### src/rtl/sof_pkg.sv
package sof_pkg;
  localparam int FRAME_W = 11;
  localparam int CRC_W   = 5;
  localparam logic [1:0] TOK_SOF = 2'b01;
  localparam logic [CRC_W-1:0] CRC_POLY   = 5'b00101;
  localparam logic [CRC_W-1:0] CRC_PRESET = 5'b11111;

  // Token CRC5: data LSB first, MSB-first shift register, inverted result.
  function automatic logic [CRC_W-1:0] crc5_of(input logic [FRAME_W-1:0] d);
    logic [CRC_W-1:0] c;
    logic fb;
    c = CRC_PRESET;
    for (int i = 0; i < FRAME_W; i++) begin
      fb = c[CRC_W-1] ^ d[i];
      c  = {c[CRC_W-2:0], 1'b0};
      if (fb) c = c ^ CRC_POLY;
    end
    return ~c;
  endfunction

  function automatic logic [FRAME_W-1:0] frame_next(input logic [FRAME_W-1:0] f);
    return f + 1'b1;
  endfunction
endpackage

### src/rtl/sof_tick_timer.sv
module sof_tick_timer #(
  parameter int PERIOD = 48000
) (
  input  logic clk,
  input  logic rst_n,
  input  logic run,
  output logic tick
);
  localparam int CW = (PERIOD > 2) ? $clog2(PERIOD) : 1;
  localparam logic [CW-1:0] LAST = CW'(PERIOD - 1);

  logic [CW-1:0] cnt;

  assign tick = run && (cnt == LAST);

  always_ff @(posedge clk or negedge rst_n) begin
    if (!rst_n)         cnt <= '0;
    else if (!run)      cnt <= '0;
    else if (cnt == LAST) cnt <= '0;
    else                cnt <= cnt + 1'b1;
  end
endmodule

### src/rtl/sof_frame_reg.sv
module sof_frame_reg
  import sof_pkg::*;
(
  input  logic               clk,
  input  logic               rst_n,
  input  logic               load,
  input  logic [FRAME_W-1:0] load_val,
  input  logic               inc,
  output logic [FRAME_W-1:0] frame
);
  always_ff @(posedge clk or negedge rst_n) begin
    if (!rst_n)     frame <= '0;
    else if (load)  frame <= load_val;
    else if (inc)   frame <= frame_next(frame);
  end
endmodule

### src/rtl/sof_crc5_gen.sv
module sof_crc5_gen
  import sof_pkg::*;
(
  input  logic [FRAME_W-1:0] frame,
  output logic [CRC_W-1:0]   crc
);
  assign crc = crc5_of(frame);
endmodule

### src/rtl/sof_sched.sv
module sof_sched
  import sof_pkg::*;
#(
  parameter int PERIOD = 48000,
  parameter int REG_W  = 16
) (
  input  logic                  clk,
  input  logic                  rst_n,
  input  logic                  wr_en,
  input  logic [REG_W-1:0]      wr_data,
  output logic [REG_W-1:0]      rd_data,
  input  logic                  ctrl_rst,
  input  logic                  tok_en,
  input  logic [1:0]            tok_type,
  input  logic                  pkt_done,
  output logic                  sof_req,
  output logic                  sof_busy,
  output logic [FRAME_W-1:0]    frame_num,
  output logic [CRC_W-1:0]      frame_crc5
);
  localparam int PAD_W = REG_W - FRAME_W;

  // Named internal events, visible to the bound checker.
  logic run_evt;
  logic tick_evt;
  logic issue_evt;
  logic write_evt;
  logic inc_evt;

  assign run_evt   = tok_en && (tok_type == TOK_SOF) && !ctrl_rst;
  assign issue_evt = tick_evt && !sof_busy;
  assign write_evt = wr_en && !sof_busy;
  assign inc_evt   = pkt_done && sof_busy && !ctrl_rst;

  sof_tick_timer #(.PERIOD(PERIOD)) u_timer (
    .clk  (clk),
    .rst_n(rst_n),
    .run  (run_evt),
    .tick (tick_evt)
  );

  sof_frame_reg u_frame (
    .clk     (clk),
    .rst_n   (rst_n),
    .load    (write_evt),
    .load_val(wr_data[FRAME_W-1:0]),
    .inc     (inc_evt),
    .frame   (frame_num)
  );

  sof_crc5_gen u_crc (
    .frame(frame_num),
    .crc  (frame_crc5)
  );

  always_ff @(posedge clk or negedge rst_n) begin
    if (!rst_n) begin
      sof_req  <= 1'b0;
      sof_busy <= 1'b0;
    end else begin
      sof_req <= issue_evt;
      if (issue_evt)     sof_busy <= 1'b1;
      else if (pkt_done) sof_busy <= 1'b0;
    end
  end

  assign rd_data = {{PAD_W{1'b0}}, frame_num};
endmodule

### config.mk
export PLATFORM = sky130hd
export DESIGN_NAME = sof_sched
export DESIGN_NICKNAME = d
export VERILOG_FILES = /design/src/rtl/sof_pkg.sv /design/src/rtl/sof_tick_timer.sv /design/src/rtl/sof_frame_reg.sv /design/src/rtl/sof_crc5_gen.sv /design/src/rtl/sof_sched.sv
export SDC_FILE = /design/constraint.sdc
export NUM_CORES = 1
export LEC_CHECK = 0
export CORE_MARGIN = 2
export CORE_UTILIZATION = 49
export DETAILED_ROUTE_END_ITERATION = 10
export GPL_TIMING_DRIVEN = 0
export MAX_ROUTING_LAYER = met4
export PLACE_DENSITY = 0.84
export SLEW_MARGIN = 15
export SYNTH_ARGS = -nofsm -noshare
export SYNTH_HDL_FRONTEND = slang
export SYNTH_SLANG_ARGS = --single-unit
export TNS_END_PERCENT = 10
### constraint.sdc
create_clock -name clk -period 3.92 [get_ports clk]
set_input_delay 0.98 -clock clk [delete_from_list [all_inputs] [get_ports clk]]
set_output_delay 0.98 -clock clk [all_outputs]
set_load 0.03 [all_outputs]
==> impl_results.md, run 1 <==
* Worst slew margin at 59.0%
* Pwr Density at between 300 and 400 mW/mm²
* First-pass GRT wire length at 5.91 mm
* Htree depth at 2
* Setup violations, final at 0
* Cell mode on critical path: xnor2_1
* Count leader, synth: xnor2_1
* Sequential share of power at 37.1%
* Clk buf depth at 2
* Critical Path End Type: output port
* Num rows at 21
* Register area share after synthesis at 40.8%
* Num CTS Buffers at 5
* Clock transition at the registers of the reported paths at 0.09 ns
* Pre-CTS setup slack at 0.837 ns
* Area leader, netlist: dfrtp_1
* # fillers at roughly 290
* Initial drt markers at 32
* Post-place instance area at around 0.0023 mm²
* Internal power at ~0.56 mW
* Cell family with most CP delay: buffers and inverters
* Clk root buf: clkbuf_4
* Hold WC Path Type: reg2reg
* Final-stage net count at roughly 270
* Hold WS at between 0.4 and 0.5 ns
* Post-Layout Cell Count at 294
* Net Sw Frac at a little under two fifths
* Hold Crit Start: u_timer.cnt[0]
* Die area at around 0.0041 mm²
* GRT overflow at 0
* Netlist cell types at 33
* FF+latch count, synth at 29
* Synthesized area at ~0.0018 mm²
* Synth top area share at 40.8%
* Routed vias at 1417
* Fin crit period at between 3 and 4 ns
* Die Y at approximately 64 µm
* Final worst slack at 0.496 ns
* Antenna violations before repair at 0
* Max-Cap Viols at 0
* Setup TNS at 0 ns
* CP required at 2.94 ns
* Setup crit start kind: flip-flop
* Cell Chain, Critical Path: clkbuf_1 -> xnor2_1 -> xnor2_1 -> xnor2_1 -> xnor2_1 -> clkdlybuf4s50_1
* Leakage power at 0.929 nW
* Crit-path max FO at 6
* Vias in the first global route at 1410
* Antenna-violating nets left at 0
* Io pins at 58
* Share of layout cells above drive strength 1 at between 10% and 20%
* WP data arrival at approximately 2.4 ns
* CTS resizes at 0
* Starting Density at 52.1%
* Crit-path max cell delay at 0.68 ns
* Worst Setup SP: u_frame.frame[4]
* Placed cells at 286
* Per-cell routed wire length at 11.7 µm
* Clock sink count at 29
* Die Span X at roughly 64 µm
* Largest net degree at the start of global routing at 30
* Outcome: finished clean
* Hold-fix buffers, CTS at 0
* Port bufs at 47
* Diodes inserted at 0
* Placed wire-length estimate at 2.62 mm
* Sw power at 0.327 mW
* Vias/cell at 4.82
* Commonest cells in the netlist: xnor2_1 (32), dfrtp_1 (29), nor2_1 (18)
* P&R area growth vs syn at 33.1%
* Final Hold Fails at 0
* Dominant synthesized flop cell: dfrtp_1
* Worst skew pair latency at roughly 0.33 ns
* Slowest CP cell: clkdlybuf4s50_1
* Slew Viols, Final at 0
* Number of synthesis warnings at 0
* Clock skew at 0.0189 ns
* Fin area at between 0.002 and 0.0025 mm²
* Placer Congestion at 0.842
* RSZ-0062 raised after global routing: false
* Post-synth EDFFs at 0
* Clock share of power at 19.5%
* Comb pwr share at 43.4%
* DRC violations left at 0
* Final period util at 87.4%
* Ranking of synthesized cells by area: dfrtp_1 (41%), xnor2_1 (16%), buf_4 (6.8%)
* R2R Path Start: u_timer.cnt[0]
* Number of setup buffers added after CTS at 0
* Least-Margin Pin Slew at 0.615 ns
* Routed WL at 3.43 mm
* Cell count after synthesis at between 150 and 200
* Fraction of registers with async set or reset after synthesis at 100%
* Max IR drop VDD at 0.000226 V
* Crit Path Class: reg2out
* Initial DRT Pass Iterations at 4
* CTS tree: done
* Core ar. at ~0.0034 mm²
* Fmax at 0.292 GHz
* Synthesized area per cell at 9.41 µm²
* Total GRT Usage at 18.7%
* Worst Path Buf+Inv at 2
## state kept, by name (all words and copies together), names as in the netlist
| signal | flops |
|---|---|
| u_timer.cnt | 16 |
| sof_busy | 1 |
| sof_req | 1 |
| u_frame.frame | 11 |
## layer usage
metal / GRT usage [%] / part of all wire, % / wire length, µm
met5: - / 0 / 0
met4: 6.38 / 0.90 / 31
met3: 4.05 / 5.5 / 187
met2: 33.5 / 50 / 1710
met1: 20.4 / 44 / 1500
## logic make-up after synthesis
family          synth area share, %
simple gates                   22.2
xor+xnor                       19.2
buf+inv                        10.1
flops                          40.8
compound gates                 4.29
mux                            1.83
fa+ha+maj                      1.41
other cells                   0.211
## stage by stage
step | power (mW) | utilization, %
after CTS | 0.896 | 69.3
after floorplan | 0.575 | -
after global placement | 0.718 | 68.0
final | 0.885 | 69.3
after global routing | 0.930 | 69.3
after detailed placement | 0.722 | 67.8
## cell usage in the layout (no fill, tap or decap), drive strengths merged, types with 2 or more instances in the layout
cell and n:
o21ai 11, mux2 2, clkdlybuf4s50 46, nand4b 2
dfrtp 29, or3 3, clkbuf 11, ha 2
or4 2, nand4bb 2, xnor2 32, nand3 8
conb 5, nor2 18, xor2 7, clkinv 2
inv 8, nor3 8, a21oi 2, buf 18
nand4 3, nand2 16, nor4 6
## area by class of cell
cell class	instances	area (µm²)	share of cell area, %
inverters	8	30.0	1.27
plain buffers	22	150	6.34
clock buffers	6	41.3	1.74
multi-input cells	134	888	37.5
clock inverters	2	10.0	0.423
repair buffers	47	465	19.7
well taps	46	57.6	2.43
flip-flops and latches	29	726	30.6
## final timing paths
kind                       cells past startpoint  slack (ns)         endpoint
max reg2reg                                    6        1.93  u_timer.cnt[11]
min                                            1        0.48   u_timer.cnt[0]
max                                            6        0.50    frame_crc5[0]
min in group asynchronous                      1        0.65   u_timer.cnt[4]
min reg2reg                                    1        0.48   u_timer.cnt[0]
max in group asynchronous                      1        2.86   u_timer.cnt[5]
## power groups by stage
stage                     combinational (mW)  clock, mW  sequential (mW)
final                                  0.384      0.173            0.328
after floorplan                        0.222          0            0.353
after detailed placement               0.387          0            0.335
after global routing                   0.407      0.191            0.331
after global placement                 0.384          0            0.334
after CTS                              0.388      0.180            0.329
Note: power is estimated with default switching activity, not from simulation.
==> inputs of run 2 (changes only) <==
- CAP_MARGIN: default -> 20
- CTS_CLUSTER_DIAMETER: default -> 120
- SETUP_SLACK_MARGIN: default -> 0.4
==> impl_results.md, run 2 (synthesis gave the netlist of run 1 again) <==
* CTS tree: done
* Net Sw Frac at 37.0% (about the same)
* Slew Viols, Final at 0 (unchanged)
* R2R Path Start: u_timer.cnt[0]
* Antenna-violating nets left at 0 (unchanged)
* Routed WL at 3.43 mm (about the same)
* Diodes inserted at 0 (unchanged)
* Core ar. at 0.00342 mm² (unchanged)
* Worst Setup SP: u_frame.frame[3]
* Commonest non-fill, non-tap cell in the layout: clkdlybuf4s50_1
* Fmax at 0.295 GHz (+0.92%)
* Initial drt markers at 32 (unchanged)
* Clock skew at 0.0189 ns (unchanged)
* Slowest CP cell: clkdlybuf4s50_1
* Largest regs: u_timer.cnt x16, u_frame.frame x11
* Antenna violations before repair at 0 (unchanged)
* Setup crit start kind: flip-flop
* Worst reg2reg path depth at 6 (unchanged)
* Die Y at 64.3 µm (unchanged)
* Initial DRT Pass Iterations at 4 (unchanged)
* Placer Congestion at 0.842 (unchanged)
* Final worst slack at 0.527 ns (+0.0313 ns)
* RSZ-0062 raised after global routing: true
* First-pass GRT wire length at 5.91 mm (unchanged)
* Port bufs at 47 (unchanged)
* Number of flip-flops in the largest register at 16 (unchanged)
* Worst reg2reg setup slack at 1.93 ns (about the same)
* Final Hold Fails at 0 (unchanged)
* Most frequent cells in the layout: clkdlybuf4s50_1 (46), xnor2_1 (32), dfrtp_1 (29)
* Internal power at 0.558 mW (about the same)
* Sequential share of power at 37.1% (about the same)
* Comb pwr share at 43.4% (about the same)
* Clock sink count at 29 (unchanged)
* Max IR drop VDD at 0.000226 V (about the same)
* Pre-CTS setup slack at 0.837 ns (unchanged)
* Die area at 0.00413 mm² (unchanged)
* Worst Path Buf+Inv at 2 (unchanged)
* Io pins at 58 (unchanged)
* Largest reg by FF count: u_timer.cnt
* Outcome: finished clean
* CP required at 2.94 ns (about the same)
* Clock transition at the registers of the reported paths at 0.09 ns (about the same)
* Total GRT Usage at 18.7% (unchanged)
* Crit-path max cell delay at 0.68 ns (about the same)
* Setup violations, final at 0 (unchanged)
* # fillers at 288 (+0.35%)
* Clk root buf: clkbuf_4
* Fin area at 0.00237 mm² (about the same)
* Hold WC Path Type: reg2reg
* Post-place instance area at 0.00232 mm² (unchanged)
* Setup TNS at 0 ns (unchanged)
* WP data arrival at 2.41 ns (-0.03 ns)
* Num CTS Buffers at 5 (unchanged)
* Vias/cell at 4.82 (about the same)
* Crit Path Class: reg2out
* Clock share of power at 19.5% (about the same)
* Placed cells at 286 (unchanged)
* Leakage power at 0.932 nW (+0.33%)
* Critical Path Stages at 6 (unchanged)
* Pwr Density at 374 mW/mm² (about the same)
* Sw power at 0.327 mW (about the same)
* Per-cell routed wire length at 11.7 µm (about the same)
* Power, Total at 0.886 mW (about the same)
* Hold WS at 0.481 ns (unchanged)
* Num rows at 21 (unchanged)
* Final period util at 86.6% (-0.80 points)
* Cell mode on critical path: xnor2_1
* Least-Margin Pin Slew at 0.615 ns (unchanged)
* Setup crit end: frame_crc5[3]
* Fin crit period at 3.39 ns (-0.0313 ns)
* Share of layout cells above drive strength 1 at 13.3% (+0.40 points)
* Final-stage net count at 273 (unchanged)
* Post-Layout Cell Count at 294 (unchanged)
* Worst slew margin at 59.0% (unchanged)
* Htree depth at 2 (unchanged)
* Cell family with most CP delay: buffers and inverters
* Die Span X at 64.3 µm (unchanged)
* DRC violations left at 0 (unchanged)
* Starting Density at 52.1% (unchanged)
* P&R area growth vs syn at 33.2% (about the same)
* Placed wire-length estimate at 2.62 mm (unchanged)
* Cell Chain, Critical Path: clkbuf_1 -> xnor2_1 -> xnor2_1 -> xnor2_1 -> xnor2_1 -> clkdlybuf4s50_1
* Worst skew pair latency at 0.33 ns (about the same)
* Critical Path End Type: output port
* Vias in the first global route at 1410 (unchanged)
* Largest net degree at the start of global routing at 30 (unchanged)
* Crit-path max FO at 6 (unchanged)
* Worst R2R End: u_timer.cnt[11]
* Fin util at 69.4% (about the same)
* Routed vias at 1416 (-0.071%)
* Clk buf depth at 2 (unchanged)
* GRT overflow at 0 (unchanged)
* Max-Cap Viols at 0 (unchanged)
==> run 2: worst min-delay path by stage <==
| stage | startpoint | endpoint | cells past startpoint |
|---|---|---|---|
| final | u_timer.cnt[0] | u_timer.cnt[0] | 1 |
| after floorplan | u_timer.cnt[0] | u_timer.cnt[0] | 1 |
| after detailed placement | u_timer.cnt[0] | u_timer.cnt[0] | 1 |
| after global routing | u_timer.cnt[0] | u_timer.cnt[0] | 1 |
| after CTS | u_timer.cnt[0] | u_timer.cnt[0] | 1 |
| after global placement | u_timer.cnt[0] | u_timer.cnt[0] | 1 |
==> run 2: power groups by stage <==
stage	clock [mW]	sequential (mW)	combinational, mW
floorplan	0	0.353	0.222
finish	0.173	0.328	0.384
detailed placement	0	0.335	0.387
global route	0.191	0.331	0.408
global placement	0	0.334	0.384
CTS	0.180	0.329	0.388
==> run 2: cell type report <==
class / instances / area [µm²] / share of cell area, %
flip-flops and latches: 29 / 726 / 30.6
multi-input cells: 134 / 888 / 37.5
inverters: 8 / 30.0 / 1.27
plain buffers: 22 / 151 / 6.39
clock buffers: 6 / 41.3 / 1.74
well taps: 46 / 57.6 / 2.43
repair buffers: 47 / 465 / 19.6
clock inverters: 2 / 10.0 / 0.422
==> run 2: per-layer routing <==
| metal | wire length (µm) | track usage (%) | up-vias |
|---|---|---|---|
| met1 | 1500 | 20.4 | 647 |
| li1 | - | - | 726 |
| met3 | 187 | 4.05 | 4 |
| met4 | 31 | 6.38 | 0 |
| met2 | 1710 | 33.5 | 39 |
| met5 | 0 | - | - |
==> run 2: what timing repair did <==
action / in CTS / in global routing
buffers inserted: 0 / 0
gates resized for setup: 0 / 2
hold buffers: 0 / 0
endpoints found under the setup margin: 0 / 3
==> inputs of run 3 (changes only) <==
--- a/config.mk
+++ b/config.mk
@@ -12,3 +12,2 @@
 export DETAILED_ROUTE_END_ITERATION = 10
-export GPL_TIMING_DRIVEN = 0
 export MAX_ROUTING_LAYER = met4
--- a/constraint.sdc
+++ b/constraint.sdc
@@ -3,2 +3,2 @@
 set_output_delay 0.98 -clock clk [all_outputs]
-set_load 0.03 [all_outputs]
+set_load 0.05 [all_outputs]
==> impl_results.md, run 3 (synthesis gave the netlist of run 1 again) <==
* Outcome: finished clean
* Max-Cap Viols at 0 (unchanged)
* Num rows at 21 (unchanged)
* Worst skew pair latency at 0.33 ns (about the same)
* Diodes inserted at 0 (unchanged)
* Pwr Density at 427 mW/mm² (+14%)
* Initial drt markers at 66 (+110%)
* Vias in the first global route at 1287 (-8.7%)
* Placer Congestion at 0.787 (-6.5%)
* Least-Margin Pin Slew at 0.506 ns (-0.109 ns)
* Sequential share of power at 34.8% (-2.3 points)
* Setup crit start kind: flip-flop
* Slowest CP cell: clkdlybuf4s50_1
* Sw power at 0.412 mW (+26%)
* Hold Crit Start: u_timer.cnt[0]
* Total GRT Usage at 18.0% (-0.69 points)
* Max IR drop VDD at 0.000195 V (-14%)
* Fin crit period at 3.45 ns (+0.0606 ns)
* Cell Chain, Critical Path: xor2_1 -> xnor2_1 -> xnor2_1 -> xnor2_1 -> clkdlybuf4s50_1
* DRC violations left at 0 (unchanged)
* Core ar. at 0.00342 mm² (unchanged)
* Worst Hold Depth at 1 (unchanged)
* Clk buf depth at 2 (unchanged)
* Final period util at 88.1% (+1.5 points)
* Clk root buf: clkbuf_4
* Clock skew at 0.00262 ns (-0.0162 ns)
* Number of setup buffers added after CTS at 0 (unchanged)
* Port bufs at 47 (unchanged)
* Worst reg2reg setup slack at 1.87 ns (-0.06 ns)
* WHS Endpoint: u_timer.cnt[0]
* Io pins at 58 (unchanged)
* Initial DRT Pass Iterations at 4 (unchanged)
* Largest reg by FF count: u_timer.cnt
* Clock transition at the registers of the reported paths at 0.08 ns (about the same)
* Htree depth at 2 (unchanged)
* Worst R2R End: u_timer.cnt[12]
* Die Span X at 64.3 µm (unchanged)
* Clock share of power at 17.7% (-1.8 points)
* GRT overflow at 0 (unchanged)
* Setup violations, final at 0 (unchanged)
* Antenna-violating nets left at 0 (unchanged)
* FF+latch area at 726 µm² (unchanged)
* Antenna violations before repair at 0 (unchanged)
* Clock sink count at 29 (unchanged)
* Worst reg2reg path depth at 5 (-1)
* R2R Path Start: u_timer.cnt[0]
* WP data arrival at 2.47 ns (+0.06 ns)
* Largest regs: u_timer.cnt x16, u_frame.frame x11
* Most frequent cells in the layout: clkdlybuf4s50_1 (46), xnor2_1 (31), dfrtp_1 (29)
* Starting Density at 52.1% (unchanged)
* Multi-input gate area at 896 µm² (+0.85%)
* CTS tree: done
* Share of layout cells above drive strength 1 at 6.58% (-6.7 points)
* Final Hold Fails at 0 (unchanged)
* Per-cell routed wire length at 12.2 µm (+4.9%)
* Die area at 0.00413 mm² (unchanged)
* Placed cells at 266 (-7.0%)
* Fmax at 0.290 GHz (-1.8%)
* Final-stage net count at 253 (-7.3%)
* Worst slew margin at 66.2% (+7.1 points)
* GR Layer Usage met2 at 29.2% (-4.3 points)
* # fillers at 283 (-1.7%)
* Crit-path max FO at 6 (unchanged)
* Number of flip-flops in the largest register at 16 (unchanged)
* GR Util met1 at 20.2% (-0.23 points)
* RSZ-0062 raised after global routing: true
* Crit Path Class: reg2out
* Slew Viols, Final at 0 (unchanged)
* Vias/cell at 5.04 (+4.6%)
* Num CTS Buffers at 5 (unchanged)
* Net Sw Frac at 43.0% (+6.0 points)
* CP required at 2.94 ns (about the same)
* Critical Path End Type: output port
* Routed vias at 1380 (-2.5%)
* P&R area growth vs syn at 26.2%
* Largest net degree at the start of global routing at 30 (unchanged)
* Commonest non-fill, non-tap cell in the layout: clkdlybuf4s50_1
* First-pass GRT wire length at 5.55 mm (-6.1%)
* Cell family with most CP delay: XOR/XNOR gates
* Setup TNS at 0 ns (unchanged)
* Post-Layout Cell Count at 274 (-6.8%)
* Met3 usage at 5.28% (+1.2 points)
* Internal power at 0.546 mW (-2.2%)
* Most used routing layer: met2
* Crit-path max cell delay at 0.81 ns (+0.13 ns)
* Die Y at 64.3 µm (unchanged)
* Leakage power at 0.855 nW (-8.3%)
* Routed WL at 3.35 mm (-2.2%)
* Worst Path Buf+Inv at 1 (-1)
* Hold WC Path Type: reg2reg
* Placed wire-length estimate at 2.47 mm (-5.6%)
* Cell mode on critical path: xnor2_1
* Fin util at 65.8% (-3.6 points)
* Comb pwr share at 47.5% (+4.1 points)
==> run 3: power by group through the flow <==
| stage | registers (mW) | clock network [mW] | logic [mW] |
|---|---|---|---|
| after CTS | 0.334 | 0.179 | 0.459 |
| after global routing | 0.336 | 0.191 | 0.475 |
| final | 0.333 | 0.170 | 0.455 |
| after global placement | 0.339 | 0 | 0.453 |
| after detailed placement | 0.340 | 0 | 0.459 |
| after floorplan | 0.370 | 0 | 0.302 |
==> run 3: layout make-up <==
cell class / instances / area share (%)
multi-input combinational: 134 / 39.9
sequential: 29 / 32.3
timing repair buffer: 49 / 21.7
tap: 46 / 2.56
clock buffer: 8 / 2.17
inverter: 8 / 1.34
==> run 3: per-layer routing <==
metal / vias up / wire length (µm)
li1: 683 / -
met1: 647 / 1480
met3: 9 / 180
met2: 41 / 1620
met4: 0 / 75
met5: - / 0
==> run 3: worst max-delay path by stage <==
stage               cells after the start  slack [ns]             to        startpoint
floorplan                               5        0.44  frame_crc5[3]  u_frame.frame[3]
CTS                                     5        0.43  frame_crc5[0]  u_frame.frame[2]
finish                                  5        0.47  frame_crc5[0]  u_frame.frame[2]
detailed placement                      5        0.80  frame_crc5[0]  u_frame.frame[2]
global placement                        5        0.80  frame_crc5[0]  u_frame.frame[2]
global route                            5        0.33  frame_crc5[0]  u_frame.frame[2]
==> run 3: stage by stage <==
step                setup WS, ns  hold slack [ns]  instance area [µm²]  power, mW
finish                     0.466            0.500                 2250      0.958
detailed placement         0.804            0.497                 2190      0.798
global placement           0.799            0.474                 2190      0.792
CTS                        0.429            0.510                 2240      0.972
floorplan                  0.442            0.450                 1800      0.671
global route               0.330            0.525                 2250       1.00
==> run 3: timing repair <==
item / in CTS / in global routing
gates resized for setup: 0 / 1
endpoints found under the hold margin: 0 / 0
endpoints found under the setup margin: 0 / 3
hold buffers: 0 / 0
==> run 3: worst reg2reg max path: cells and delay by family (launching register included) <==
kind | cells | cell delay [ns]
adders and majority gates | 1 | 0.23
DFF | 1 | 0.40
and+or+nand+nor | 4 | 1.30
